File: config.mk
export PLATFORM = sky130hd
export DESIGN_NAME = phase_step_ctrl
export DESIGN_NICKNAME = d
export VERILOG_FILES = /design/src/rtl/phase_step_pkg.sv /design/src/rtl/phase_lim.sv /design/src/rtl/phase_hs.sv /design/src/rtl/phase_step_ctrl.sv
export SDC_FILE = /design/constraint.sdc
export NUM_CORES = 1
export LEC_CHECK = 0
export BUFFER_PORTS_ARGS = -buffer_cell sky130_fd_sc_hd__buf_2
export CAP_MARGIN = 10
export CORE_ASPECT_RATIO = 0.5
export CORE_MARGIN = 4
export CORE_UTILIZATION = 26
export CTS_CLUSTER_SIZE = 28
export DETAILED_ROUTE_END_ITERATION = 8
export GPL_ROUTABILITY_DRIVEN = 0
export PLACE_DENSITY = 0.5
export SETUP_SLACK_MARGIN = 0.3
export SYNTH_ARGS = -nofsm -noshare
export SYNTH_HDL_FRONTEND = slang
export SYNTH_SLANG_ARGS = --single-unit
File: constraint.sdc
create_clock -name clk_i -period 5.6 [get_ports clk_i]
set_input_delay 1.12 -clock clk_i [delete_from_list [all_inputs] [get_ports clk_i]]
set_output_delay 1.12 -clock clk_i [all_outputs]
set_load 0.01 [all_outputs]
File: src/rtl/phase_step_pkg.sv
package phase_step_pkg;
  typedef enum logic [1:0] {
    PS_FIXED  = 2'd0,
    PS_VPOS   = 2'd1,
    PS_VCTR   = 2'd2,
    PS_DIRECT = 2'd3
  } ps_mode_e;

  localparam int unsigned LIM_FULL   = 255;
  localparam int unsigned LIM_HALF   = 128;
  localparam int unsigned LIM_CTR    = 64;
  localparam int unsigned LIM_DIRECT = 1023;
endpackage

File: src/rtl/phase_lim.sv
module phase_lim
  import phase_step_pkg::*;
#(
  parameter int PH_W = 11
) (
  input  logic [1:0]             mode_i,
  input  logic                   range_i,
  input  logic signed [PH_W-1:0] target_i,
  output logic signed [PH_W-1:0] tgt_o,
  output logic                   oor_o
);
  localparam logic signed [PH_W-1:0] P_FULL = PH_W'(LIM_FULL);
  localparam logic signed [PH_W-1:0] P_HALF = PH_W'(LIM_HALF);
  localparam logic signed [PH_W-1:0] P_CTR  = PH_W'(LIM_CTR);
  localparam logic signed [PH_W-1:0] P_DIR  = PH_W'(LIM_DIRECT);
  localparam logic signed [PH_W-1:0] N_FULL = -P_FULL;
  localparam logic signed [PH_W-1:0] N_HALF = -P_HALF;
  localparam logic signed [PH_W-1:0] N_CTR  = -P_CTR;
  localparam logic signed [PH_W-1:0] ZERO   = '0;

  logic signed [PH_W-1:0] lo, hi;

  always_comb begin
    unique case (ps_mode_e'(mode_i))
      PS_FIXED: begin
        lo = range_i ? N_FULL : N_HALF;
        hi = range_i ? P_FULL : P_HALF;
      end
      PS_VPOS: begin
        lo = ZERO;
        hi = range_i ? P_FULL : P_HALF;
      end
      PS_VCTR: begin
        lo = range_i ? N_FULL : N_CTR;
        hi = range_i ? P_FULL : P_CTR;
      end
      default: begin
        lo = ZERO;
        hi = P_DIR;
      end
    endcase
  end

  always_comb begin
    oor_o = 1'b1;
    if (target_i < lo)      tgt_o = lo;
    else if (target_i > hi) tgt_o = hi;
    else begin
      tgt_o = target_i;
      oor_o = 1'b0;
    end
  end
endmodule

File: src/rtl/phase_hs.sv
module phase_hs #(
  parameter int TMO_W = 8
) (
  input  logic             clk_i,
  input  logic             rst_ni,
  input  logic             issue_i,
  input  logic             inc_i,
  input  logic             done_i,
  input  logic [TMO_W-1:0] tmo_i,
  output logic             ps_en_o,
  output logic             ps_inc_o,
  output logic             wait_o,
  output logic             ack_o,
  output logic             tmo_hit_o
);
  typedef enum logic {HS_IDLE, HS_WAIT} hs_st_e;

  hs_st_e           st_q;
  logic [TMO_W-1:0] cnt_q;
  logic [TMO_W-1:0] tmo_last;

  assign tmo_last  = tmo_i - TMO_W'(1);
  assign wait_o    = (st_q == HS_WAIT);
  assign ack_o     = wait_o && done_i;
  assign tmo_hit_o = wait_o && !done_i && (cnt_q == tmo_last);

  always_ff @(posedge clk_i or negedge rst_ni) begin
    if (!rst_ni) begin
      st_q     <= HS_IDLE;
      cnt_q    <= '0;
      ps_en_o  <= 1'b0;
      ps_inc_o <= 1'b0;
    end else begin
      ps_en_o <= 1'b0;
      if (st_q == HS_IDLE) begin
        if (issue_i) begin
          st_q     <= HS_WAIT;
          ps_en_o  <= 1'b1;
          ps_inc_o <= inc_i;
          cnt_q    <= '0;
        end
      end else if (ack_o || tmo_hit_o) begin
        st_q <= HS_IDLE;
      end else begin
        cnt_q <= cnt_q + TMO_W'(1);
      end
    end
  end

  AST_EN_ONE_CYCLE: assert property (@(posedge clk_i) disable iff (!rst_ni)
    ps_en_o |=> !ps_en_o);
  AST_NO_EN_WHILE_WAIT: assert property (@(posedge clk_i) disable iff (!rst_ni)
    (wait_o && !ack_o && !tmo_hit_o) |=> !ps_en_o);
endmodule

File: src/rtl/phase_step_ctrl.sv
module phase_step_ctrl
  import phase_step_pkg::*;
#(
  parameter int PH_W  = 11,
  parameter int TMO_W = 8
) (
  input  logic                   clk_i,
  input  logic                   rst_ni,
  input  logic [1:0]             mode_i,
  input  logic                   range_i,
  input  logic signed [PH_W-1:0] target_i,
  input  logic [TMO_W-1:0]       tmo_i,
  input  logic                   ps_done_i,
  output logic                   ps_en_o,
  output logic                   ps_inc_o,
  output logic signed [PH_W-1:0] phase_o,
  output logic                   busy_o,
  output logic                   at_tgt_o,
  output logic                   sat_o,
  output logic                   err_o
);
  logic signed [PH_W-1:0] tgt_c, phase_q, phase_step;
  logic oor, fixed, issue, init_q, hs_wait, ack, tmo_hit;
  logic busy_q, sat_q, err_q;

  phase_lim #(.PH_W(PH_W)) u_lim (
    .mode_i   (mode_i),
    .range_i  (range_i),
    .target_i (target_i),
    .tgt_o    (tgt_c),
    .oor_o    (oor)
  );

  assign fixed = (mode_i == PS_FIXED);
  assign issue = init_q && !hs_wait && !fixed && (phase_q != tgt_c);

  phase_hs #(.TMO_W(TMO_W)) u_hs (
    .clk_i     (clk_i),
    .rst_ni    (rst_ni),
    .issue_i   (issue),
    .inc_i     (tgt_c > phase_q),
    .done_i    (ps_done_i),
    .tmo_i     (tmo_i),
    .ps_en_o   (ps_en_o),
    .ps_inc_o  (ps_inc_o),
    .wait_o    (hs_wait),
    .ack_o     (ack),
    .tmo_hit_o (tmo_hit)
  );

  assign phase_step = ps_inc_o ? phase_q + PH_W'(1) : phase_q - PH_W'(1);

  always_ff @(posedge clk_i or negedge rst_ni) begin
    if (!rst_ni) begin
      init_q  <= 1'b0;
      phase_q <= '0;
      busy_q  <= 1'b0;
      sat_q   <= 1'b0;
      err_q   <= 1'b0;
    end else begin
      init_q <= 1'b1;
      sat_q  <= sat_q | oor;
      err_q  <= err_q | tmo_hit;
      // fixed mode: one-time capture of the clamped target
      if (!init_q && fixed) phase_q <= tgt_c;
      else if (ack)         phase_q <= phase_step;
      if (issue)            busy_q <= 1'b1;
      else if (ack)         busy_q <= (phase_step != tgt_c) && !fixed;
      else if (tmo_hit)     busy_q <= 1'b0;
      else if (!hs_wait)    busy_q <= 1'b0;
    end
  end

  assign phase_o  = phase_q;
  assign busy_o   = busy_q;
  assign sat_o    = sat_q;
  assign err_o    = err_q;
  assign at_tgt_o = (phase_q == tgt_c);

  AST_PHASE_UNIT_STEP: assert property (@(posedge clk_i) disable iff (!rst_ni)
    $past(init_q) |-> ((phase_q == $past(phase_q)) ||
                       (phase_q == $past(phase_q) + PH_W'(1)) ||
                       (phase_q == $past(phase_q) - PH_W'(1))));
  AST_IDLE_DONE_NOP: assert property (@(posedge clk_i) disable iff (!rst_ni)
    (init_q && !hs_wait && ps_done_i) |=> (phase_q == $past(phase_q)));
  AST_BUSY_WITH_EN: assert property (@(posedge clk_i) disable iff (!rst_ni)
    ps_en_o |-> busy_o);
  AST_SAT_STICKY: assert property (@(posedge clk_i) disable iff (!rst_ni)
    sat_o |=> sat_o);
  AST_ERR_STICKY: assert property (@(posedge clk_i) disable iff (!rst_ni)
    err_o |=> err_o);
  AST_FIXED_NO_STEP: assert property (@(posedge clk_i) disable iff (!rst_ni)
    (fixed && !hs_wait) |=> !ps_en_o);
endmodule

==> summary.md <==
| Metric | Value |
|---|---|
| Commonest non-fill, non-tap cell in the layout | buf_2 |
| Combinational share of power | 69.4% |
| CTS tree | yes |
| Post-route DRC | 0 |
| Sw Pwr | roughly 810 uW |
| Crit path max fanout | 9 |
| HPWL after DPL | around 6000 um |
| Clk sinks | 26 |
| Rows | 26 |
| Seq cells post-synth | 26 |
| Die Wd | 157 um |
| Diode count | 0 |
| Sw Share | 47.3% |
| Fin. Hold Viols | 0 |
| Largest register FFs | 11 |
| Hold crit path type | flop to flop |
| CP Launch Type | input port |
| Final Max Slew Viols | 0 |
| Total core area | 10,500 um2 |
| Full die area | approximately 13,000 um2 |
| Layout cells sized above 1 | 21.6% |
| PD cells | 498 nW/um2 |
| H-tree depth | 1 |
| Power Internal | 900 uW |
| DIE HEIGHT | 82.5 um |
| Largest net degree at the start of global routing | 27 |
| Post-synth EDFFs | 0 |
| Root buffer cell | clkbuf_16 |
| CTS Buf Count | 3 |
| Clock Tree Buf Depth | 2 |
| CP cell instances | buf_4 -> nand2_1 -> nand2b_1 -> inv_2 -> ha_1 -> nand4_1 -> a21o_1 -> a311o_2 -> nand2_2 -> buf_6 -> o31a_1 -> o21ai_0 -> buf_4 -> ha_1 -> nand3_2 -> nor3_4 -> buf_2 |
| WL/cell | 14.1 um |
| Slew @ Worst Pin | 0.618 ns |
| Most frequent cells in the layout | buf_2, ha_1, inv_1 |
| Final period util | 91.8% |
| Starting DRC count in detailed routing | 137 |
| Worst Skew | 0.00468 ns |
| Area growth syn-to-layout | 18.7% |
| First-pass GRT wire length | around 12,000 um |
| Initial antenna violation count | 0 |
| Post-synth top area cell | dfrtp_1 |
| Leakage | approximately 1.6 nW |
| Register area share after synthesis | a little under a quarter |
| Tot Pwr | 1.71 mW |
| Reg power frac | a little under a fifth |
| Status | finished clean |
| DRT Pass-1 Iters | 4 |
| Fin util | 32.6% |
| GRT Util Overall | 11.6% |
| Clk slew on worst S/H paths | roughly 0.07 ns |
| Arr. time, crit path | around 4.0 ns |
| Final setup viols | 0 |
| Nets | 457 |
| Tmin final | ~5.1 ns |
| Port bufs | 41 |
| Max_slew headroom | 58.8% |
| Via count | 2,572 |
| RSZ-0062 raised after global routing | false |
| Vias per cell | 4.83 |
| Initial Util | around 27% |
| Synth cell types | 68 |
| FMAX | slightly below 0.2 GHz |
| Clock latency on the worst-skew pair | 0.27 ns |
| Setup TNS | 0 ns |
| Final WL | 7510 um |
| Crit-path slowest cell | a311o_2 |
| Largest stage delay, worst path | a little over 0.4 ns |
| Final ANT Viol Nets | 0 |
| Synthesis warning total | 0 |
| Req. time, crit path | 4.48 ns |
| Part of the power in the clock network | 12.4% |
| Ys async rst share | 100% |
| Overflow after GRT | 0 |
| Hold-fix buffers at CTS | 0 |
| I/O pins | 42 |
| Syn Nets | slightly above 400 |
| WS Path Type | input port to output pin |
| Worst Setup Slack, final | 0.460 ns |
| Gate count of the mapped netlist | 345 |
| Average size of a mapped cell | 8.37 um2 |
| Main flop type after synthesis | dfrtp_1 |
| Crit. End Element | output pin |
| Pre-CTS WS | 0.143 ns |
| Mapped Area | 2890 um2 |
| Top-area cell type share of the netlist area | 22.5% |
| Max IR drop VDD | ~0.00022 V |
| Max cap viols | 0 |
| Area contributors post-synth | dfrtp_1, ha_1, xnor2_1, inv_1, a21oi_1 |
| Number of global-route vias before repair | 2,488 |
[path summary, 6_finish.rpt]
check,startpoint,end,slack (ns),depth (start not counted)
setup / recovery,mode_i[0],at_tgt_o,0.46,17
hold / removal,sat_o$_DFF_PN0_,sat_o$_DFF_PN0_,0.49,1
hold reg to reg,sat_o$_DFF_PN0_,sat_o$_DFF_PN0_,0.49,1
min in group asynchronous,rst_ni,u_hs.ps_inc_o$_DFFE_PN0P_,0.86,1
max in group asynchronous,rst_ni,phase_o[6]$_DFFE_PN0P_,4.33,1
setup reg to reg,u_hs.ps_inc_o$_DFFE_PN0P_,busy_o$_DFFE_PN0P_,2.40,11
[metrics by stage]
stage | hold slack, ns | instance area (um2) | cells
floorplan | 0.511 | 2890 | 345
global placement | 0.477 | 3270 | 525
detailed placement | 0.478 | 3270 | 525
CTS | 0.501 | 3380 | 530
global route | 0.522 | 3430 | 533
finish | 0.492 | 3430 | 533
[cell families after synthesis]
kind of cell,count (synthesis),synth area share (%)
xor+xnor,31,9.40
fa+ha+maj,38,16.7
simple gates,111,20.1
buf+inv,40,6.50
compound gates,92,22.4
flops,26,22.5
other cells,1,0.130
mux,6,2.21
[per-layer routing]
| layer | global-route usage [%] | wire length (um) |
|---|---|---|
| met3 | 2.76 | 301 |
| met1 | 15.7 | 3810 |
| met5 | 0 | 0 |
| met4 | 2.58 | 82 |
| met2 | 19.1 | 3320 |
[worst max-delay path, delay by kind of cell]
family / cells / cell delay (ns)
adders and majority gates: 2 / 0.61
AOI/OAI and AO/OA: 4 / 0.82
buffers and inverters: 5 / 0.67
and+or+nand+nor: 6 / 0.80
[Yosys cell counts, drive strengths merged (7+ instances only)]
library cell / n
nor3: 8
dfrtp: 26
nand2: 25
xnor2: 20
nand3: 14
o21ai: 19
o21bai: 7
a21oi: 24
xor2: 11
inv: 32
nor2: 31
a21o: 9
ha: 37
[cell type report]
class / count / area (um2)
Inverter: 32 / 120
Timing Repair Buffer: 52 / 294
Clock buffer: 3 / 75.1
Fill cell: 1130 / 7080
Multi-Input combinational cell: 279 / 2080
Sequential cell: 26 / 651
Clock inverter: 1 / 30.0
Tap cell: 140 / 175
[power by group through the flow]
stage | clock, mW | combinational, mW | sequential (mW)
2_1_floorplan | 0 | 0.867 | 0.317
3_3_place_gp | 0 | 1.16 | 0.314
3_5_place_dp | 0 | 1.16 | 0.316
4_1_cts | 0.222 | 1.17 | 0.312
5_1_grt | 0.231 | 1.33 | 0.321
6_report | 0.213 | 1.19 | 0.310
[timing repair]
item | 4_1_cts | 5_1_grt
buffers inserted | 1 | 3
endpoints found under the setup margin | 1 | 5
pin swaps | 1 | 4
gates resized for setup | 1 | 10
Power figures use the tool's default switching activity.
